<file path="src/rtl/rt_pkg.sv">
package rt_pkg;
  localparam int DEF_H_ACTIVE   = 1024;
  localparam int DEF_H_BLANK    = 176;
  localparam int DEF_H_SYNC_OFS = 48;
  localparam int DEF_H_SYNC_LEN = 32;
  localparam int DEF_V_ACTIVE   = 600;
  localparam int DEF_V_BLANK    = 25;
  localparam int DEF_V_SYNC_OFS = 3;
  localparam int DEF_V_SYNC_LEN = 6;

  function automatic int rt_width(input int n);
    return (n > 1) ? $clog2(n) : 1;
  endfunction
endpackage

</file>
<file path="src/rtl/rt_axis_counter.sv">
module rt_axis_counter #(
  parameter int TOTAL = 1200,
  parameter int START = 0,
  parameter int W     = rt_pkg::rt_width(TOTAL)
) (
  input  logic         clk,
  input  logic         rst,
  input  logic         step,
  output logic [W-1:0] cnt,
  output logic         last
);
  localparam logic [W-1:0] START_V = W'(START);
  localparam logic [W-1:0] LAST_V  = W'(TOTAL - 1);

  assign last = (cnt == LAST_V);

  always_ff @(posedge clk) begin
    if (rst) begin
      cnt <= START_V;
    end else if (step) begin
      cnt <= last ? '0 : cnt + 1'b1;
    end
  end
endmodule

</file>
<file path="src/rtl/rt_band_decode.sv">
module rt_band_decode #(
  parameter int W   = 11,
  parameter int LO  = 0,
  parameter int LEN = 1
) (
  input  logic [W-1:0] pos,
  output logic         hit
);
  localparam int HI = LO + LEN;

  always_comb begin
    hit = (int'(pos) >= LO) && (int'(pos) < HI);
  end
endmodule

</file>
<file path="src/rtl/raster_de_timer.sv">
module raster_de_timer #(
  parameter int H_ACTIVE   = rt_pkg::DEF_H_ACTIVE,
  parameter int H_BLANK    = rt_pkg::DEF_H_BLANK,
  parameter int H_SYNC_OFS = rt_pkg::DEF_H_SYNC_OFS,
  parameter int H_SYNC_LEN = rt_pkg::DEF_H_SYNC_LEN,
  parameter int V_ACTIVE   = rt_pkg::DEF_V_ACTIVE,
  parameter int V_BLANK    = rt_pkg::DEF_V_BLANK,
  parameter int V_SYNC_OFS = rt_pkg::DEF_V_SYNC_OFS,
  parameter int V_SYNC_LEN = rt_pkg::DEF_V_SYNC_LEN,
  parameter bit SYNC_EN    = 1'b1,
  parameter int XW         = rt_pkg::rt_width(H_ACTIVE),
  parameter int YW         = rt_pkg::rt_width(V_ACTIVE)
) (
  input  logic          clk,
  input  logic          rst,
  input  logic          en,
  output logic          de,
  output logic [XW-1:0] px_x,
  output logic [YW-1:0] px_y,
  output logic          hsync_n,
  output logic          vsync_n,
  output logic          frame_start
);
  localparam int H_TOTAL = H_ACTIVE + H_BLANK;
  localparam int V_TOTAL = V_ACTIVE + V_BLANK;
  localparam int HW      = rt_pkg::rt_width(H_TOTAL);
  localparam int VW      = rt_pkg::rt_width(V_TOTAL);

  logic [HW-1:0] hcnt;
  logic [VW-1:0] vcnt;
  logic          h_last;
  logic          v_last;
  logic          h_act;
  logic          v_act;
  logic          h_sync_hit;
  logic          v_sync_hit;
  logic          act;
  logic          origin;

  // Column counter: one step per enabled edge.
  rt_axis_counter #(.TOTAL(H_TOTAL), .START(0), .W(HW)) u_hcnt (
    .clk (clk),
    .rst (rst),
    .step(en),
    .cnt (hcnt),
    .last(h_last)
  );

  // Row counter: steps when the column wraps; reset lands on first blanking row.
  rt_axis_counter #(.TOTAL(V_TOTAL), .START(V_ACTIVE), .W(VW)) u_vcnt (
    .clk (clk),
    .rst (rst),
    .step(en & h_last),
    .cnt (vcnt),
    .last(v_last)
  );

  rt_band_decode #(.W(HW), .LO(0), .LEN(H_ACTIVE)) u_h_act (
    .pos(hcnt),
    .hit(h_act)
  );

  rt_band_decode #(.W(VW), .LO(0), .LEN(V_ACTIVE)) u_v_act (
    .pos(vcnt),
    .hit(v_act)
  );

  generate
    if (SYNC_EN) begin : g_sync
      rt_band_decode #(.W(HW), .LO(H_ACTIVE + H_SYNC_OFS), .LEN(H_SYNC_LEN)) u_h_sync (
        .pos(hcnt),
        .hit(h_sync_hit)
      );
      rt_band_decode #(.W(VW), .LO(V_ACTIVE + V_SYNC_OFS), .LEN(V_SYNC_LEN)) u_v_sync (
        .pos(vcnt),
        .hit(v_sync_hit)
      );
    end else begin : g_nosync
      assign h_sync_hit = 1'b0;
      assign v_sync_hit = 1'b0;
    end
  endgenerate

  always_comb begin
    act    = h_act && v_act;
    origin = (hcnt == '0) && (vcnt == '0);
  end

  // Output register: captures the position consumed by this enabled edge.
  always_ff @(posedge clk) begin
    if (rst) begin
      de          <= 1'b0;
      px_x        <= '0;
      px_y        <= '0;
      hsync_n     <= 1'b1;
      vsync_n     <= 1'b1;
      frame_start <= 1'b0;
    end else if (en) begin
      de          <= act;
      px_x        <= act ? hcnt[XW-1:0] : '0;
      px_y        <= act ? vcnt[YW-1:0] : '0;
      hsync_n     <= ~h_sync_hit;
      vsync_n     <= ~v_sync_hit;
      frame_start <= origin;
    end
  end

  logic unused_v_last;
  assign unused_v_last = v_last;
endmodule

</file>
<file path="config.mk">
export PLATFORM = sky130hd
export DESIGN_NAME = raster_de_timer
export DESIGN_NICKNAME = d
export VERILOG_FILES = /design/src/rtl/rt_pkg.sv /design/src/rtl/rt_axis_counter.sv /design/src/rtl/rt_band_decode.sv /design/src/rtl/raster_de_timer.sv
export SDC_FILE = /design/constraint.sdc
export NUM_CORES = 1
export LEC_CHECK = 0
export CAP_MARGIN = 15
export CORE_ASPECT_RATIO = 1.4
export CORE_MARGIN = 1
export CORE_UTILIZATION = 49
export CTS_BUF_LIST = sky130_fd_sc_hd__clkbuf_8 sky130_fd_sc_hd__clkbuf_16
export DETAILED_ROUTE_END_ITERATION = 6
export PLACE_DENSITY = 0.81
export SYNTH_ARGS = -nofsm -noshare
export SYNTH_HDL_FRONTEND = slang
export SYNTH_SLANG_ARGS = --single-unit
</file>
<file path="constraint.sdc">
create_clock -name clk -period 1.7 [get_ports clk]
set_input_delay 0.255 -clock clk [delete_from_list [all_inputs] [get_ports clk]]
set_output_delay 0.255 -clock clk [all_outputs]
set_load 0.05 [all_outputs]
</file>
==> reports/results.tsv <==
stage	metric	value	unit
placed_design	dp.cells	298	
route	drtIter0Drc	59	
power_and_ir_drop	pwr-share-comb	4.7	%
timing	slew_headroom	76.95	%
route	drt_wl_total	4665	µm
critical_path	crit_arrival	1780	ps
cells_and_area	fin_nets	271	
synthesis	synthAdderAreaFrac	3.096	%
timing	period_minus_slack	1599	ps
power_and_ir_drop	leakagePower	1.007	nW
cells_and_area	fillers	315	
global_routing	grt_usage	22.44	%
synthesis	synthSimpleGateAreaFrac	25.94	%
critical_path	crit_path_start_kind	register	
global_routing	overflow	0	
placed_design	io_buffer_count	26	
timing	max_freq	625.5	MHz
floorplanning	die_h	77.98	µm
route	drc	0	
power_and_ir_drop	p_sw_share	20.37	%
cells_and_area	syn_to_final_growth	25.70	%
route	vias_per_cell	5.808	
clocking	clock_latency	290	ps
placed_design	place_area	2380	µm²
worst_hold_path	hold_path_class	reg2reg	
power_and_ir_drop	internal-power	0.001576	W
route	wire_per_inst	15.20	µm
floorplanning	core-area	3953	µm²
global_routing	grt_start_max_net_pins	33	
clocking	cts_tree	built	
power_and_ir_drop	p_seq_share	54.0	%
timing	grt_setup_unrepaired	no	
synthesis	syn_area_per_cell	8.863	µm²
status	outcome	finished clean	
floorplanning	die_width	56.28	µm
synthesis	syn-num-nets	236	
floorplanning	die_area	4388	µm²
route	ant_nets	0	
synthesis	synth_xor_area_share	4.334	%
synthesis	synth_top_family_by_area	simple AND/OR/NAND/NOR gates	
clocking	post_cts_buffers	0	
power_and_ir_drop	p_sw	0.0004032	W
power_and_ir_drop	vdd_drop_max	0.7588	mV
timing	timing.final.crit_share	94.04	%
timing	fin_skew	4.880	ps
synthesis	synth_compound_area_share	14.92	%
clocking	clock_path_buffers	2	
cells_and_area	final_cells	307	
synthesis	ys_ff_latch	45	
cells_and_area	stdcell_area	2540	µm²
timing	finalHoldViolations	0	
synthesis	synth_area_leader_cell	dfxtp_1	
cells_and_area	final_core_util	64.26	%
cells_and_area	antenna_cells	0	
floorplanning	io_pins	27	
timing	final_max_slew_viol_count	0	
global_routing	first_global_vias	1673	
synthesis	yosysTopAreaCellShare	44.58	%
placed_design	place_hpwl	3355	µm
synthesis	synth.area.top_cells	dfxtp_1 (45%), a22oi_1 (7.4%), nor2_1 (6.3%)	
synthesis	ys_seq_area_share	44.58	%
global_routing	grt_pass1_wl	7748	µm
clocking	ctsHoldBuffers	0	
route	num_vias	1783	
route	drt_first_pass_iters	5	
run	max_cap_violations	0	
synthesis	synth-warning-count	0	
global_routing	antenna_found_initial	0	
clocking	cts_buffers	5	
placed_design	gp_congestion	0.8832	
synthesis	ys_types	43	
clocking	htreeDepth	2	
critical_path	crit_required	1880	ps
clocking	cts-root-buf	clkbuf_8	
critical_path	worstSetupPathType	reg2reg	
synthesis	synthCells	228	
floorplanning	initial_core_util	51.12	%
clocking	clk_pin_slew	80	ps
synthesis	syn-cell-area	2021	µm²
timing	worstMarginPinSlew	340.9	ps
synthesis	muxShareOfSynthArea	0.9907	%
cells_and_area	drive_gt1_share	23.86	%
power_and_ir_drop	power	0.001980	W
clocking	cts_num_sinks	45	
critical_path	path_max_fanout	7	
critical_path	crit_path_end_kind	register	
power_and_ir_drop	clock_power_share	41.3	%
power_and_ir_drop	powerDensity	779.4	nW/µm²
timing	setup_viol_count_final	0	
floorplanning	rows	27	
[timing repair]
action                     CTS  global route
gates resized for setup      0            10
hold endpoints to repair     0             0
setup endpoints to repair    0             7
[layer usage]
layer  vias to the layer above  wire length [µm]  track usage (%)
li1                        880                 -                -
met1                       856              1879            24.04
met2                        38              2522            41.31
met3                         9               156            4.667
met4                         0               106            10.24
met5                         -                 0                0
[kinds of logic (layout without fill, tap and decap cells)]
| kind of cell | count (synthesis) | in the layout |
|---|---|---|
| AOI/OAI and AO/OA | 43 | 43 |
| buffers and inverters | 28 | 64 |
| DFF | 45 | 45 |
| muxes | 2 | 2 |
| xor gates and xnor gates | 10 | 10 |
| adders and majority gates | 5 | 5 |
| and+or+nand+nor | 95 | 95 |
[registers in the layout, indices dropped and copies added, names as in the netlist]
| name | count |
|---|---|
| frame_start | 1 |
| hsync_n | 1 |
| px_x | 10 |
| de | 1 |
| vsync_n | 1 |
| u_vcnt.cnt | 10 |
| px_y | 10 |
| u_hcnt.cnt | 11 |
[Yosys cell counts]
master	n
and4_1	6
nand2b_1	4
o311ai_0	1
o31ai_1	1
a211o_1	1
or4b_1	1
nor4_1	2
o211ai_1	1
a31oi_1	2
inv_1	7
a2bb2oi_1	1
nand4_1	4
o2bb2ai_1	1
nor2b_1	2
dfxtp_1	45
a21o_1	1
and2_1	1
o2111a_1	1
nor4b_1	3
nand4_4	1
nand4b_1	1
o22ai_1	1
mux2i_1	2
buf_6	1
xor2_1	5
a22oi_1	20
nor4_4	1
nor2_1	34
buf_2	3
or3b_2	1
or3_1	3
nand3_1	15
clkbuf_1	15
nor3_1	4
o21ai_0	4
buf_4	2
xnor2_1	5
and3_1	2
a21oi_1	7
or2_2	1
nand2_1	9
o32ai_1	1
ha_1	5
[layout make-up]
cell class	count	area [µm²]	area share [%]
sequential	45	904.6	35.62
inverter	7	26.28	1.034
clock buffer	6	82.58	3.251
tap	43	53.80	2.118
multi-input combinational	155	1003	39.51
timing repair buffer	49	435.4	17.14
clock inverter	2	33.78	1.330
[critical path, cell delays in order (launching register included)]
cell and delay (ps):
dfxtp_2 340, ha_2 170, and4_4 250, nand4_4 150, buf_8 180, a21o_1 150, a211o_1 250
[power groups by stage]
stage                     Clock (W)  Sequential (W)  Combinational, W
after global routing       0.000874         0.00107          0.000102
after detailed placement          0         0.00109         0.0000921
after CTS                  0.000837         0.00107         0.0000926
after floorplan                   0         0.00109         0.0000544
after global placement            0         0.00109         0.0000904
final                      0.000818         0.00107         0.0000923
[path summary, 6_finish.rpt]
path / from / endpoint / slack (ps) / cells after the start
worst min-delay path: de / de / 500 / 2
worst max register to register: u_hcnt.cnt[0] / u_vcnt.cnt[9] / 100 / 6
worst min register to register: de / de / 500 / 2
worst max-delay path: u_hcnt.cnt[0] / u_vcnt.cnt[9] / 100 / 6
[cells in the final DEF (no fill, tap or decap), types with 3 or more instances in the layout]
cell       n
ha_1       4
clkbuf_8   6
dfxtp_1   42
a22oi_1   20
buf_12     3
buf_4     42
o21ai_0    3
and4_1     5
nand3_1   15
nor2_1    34
a21oi_1    7
nor3_1     4
xor2_1     5
nor4b_1    3
xnor2_1    5
nand2_1    9
nand2b_1   4
nand4_1    4
inv_1      8
dfxtp_2    3
or3_1      3
[metrics by stage]
step                      worst slack (ps)  setup TNS, ps  hold slack [ps]
final                                101.3              0            497.3
after CTS                            11.24              0            507.1
after floorplan                      24.47              0            494.5
after detailed placement            -199.5          -1709            484.5
after global placement              -158.5          -1394            473.9
after global routing                 9.402              0            530.6
No activity file was read; power rests on OpenSTA's default activity.
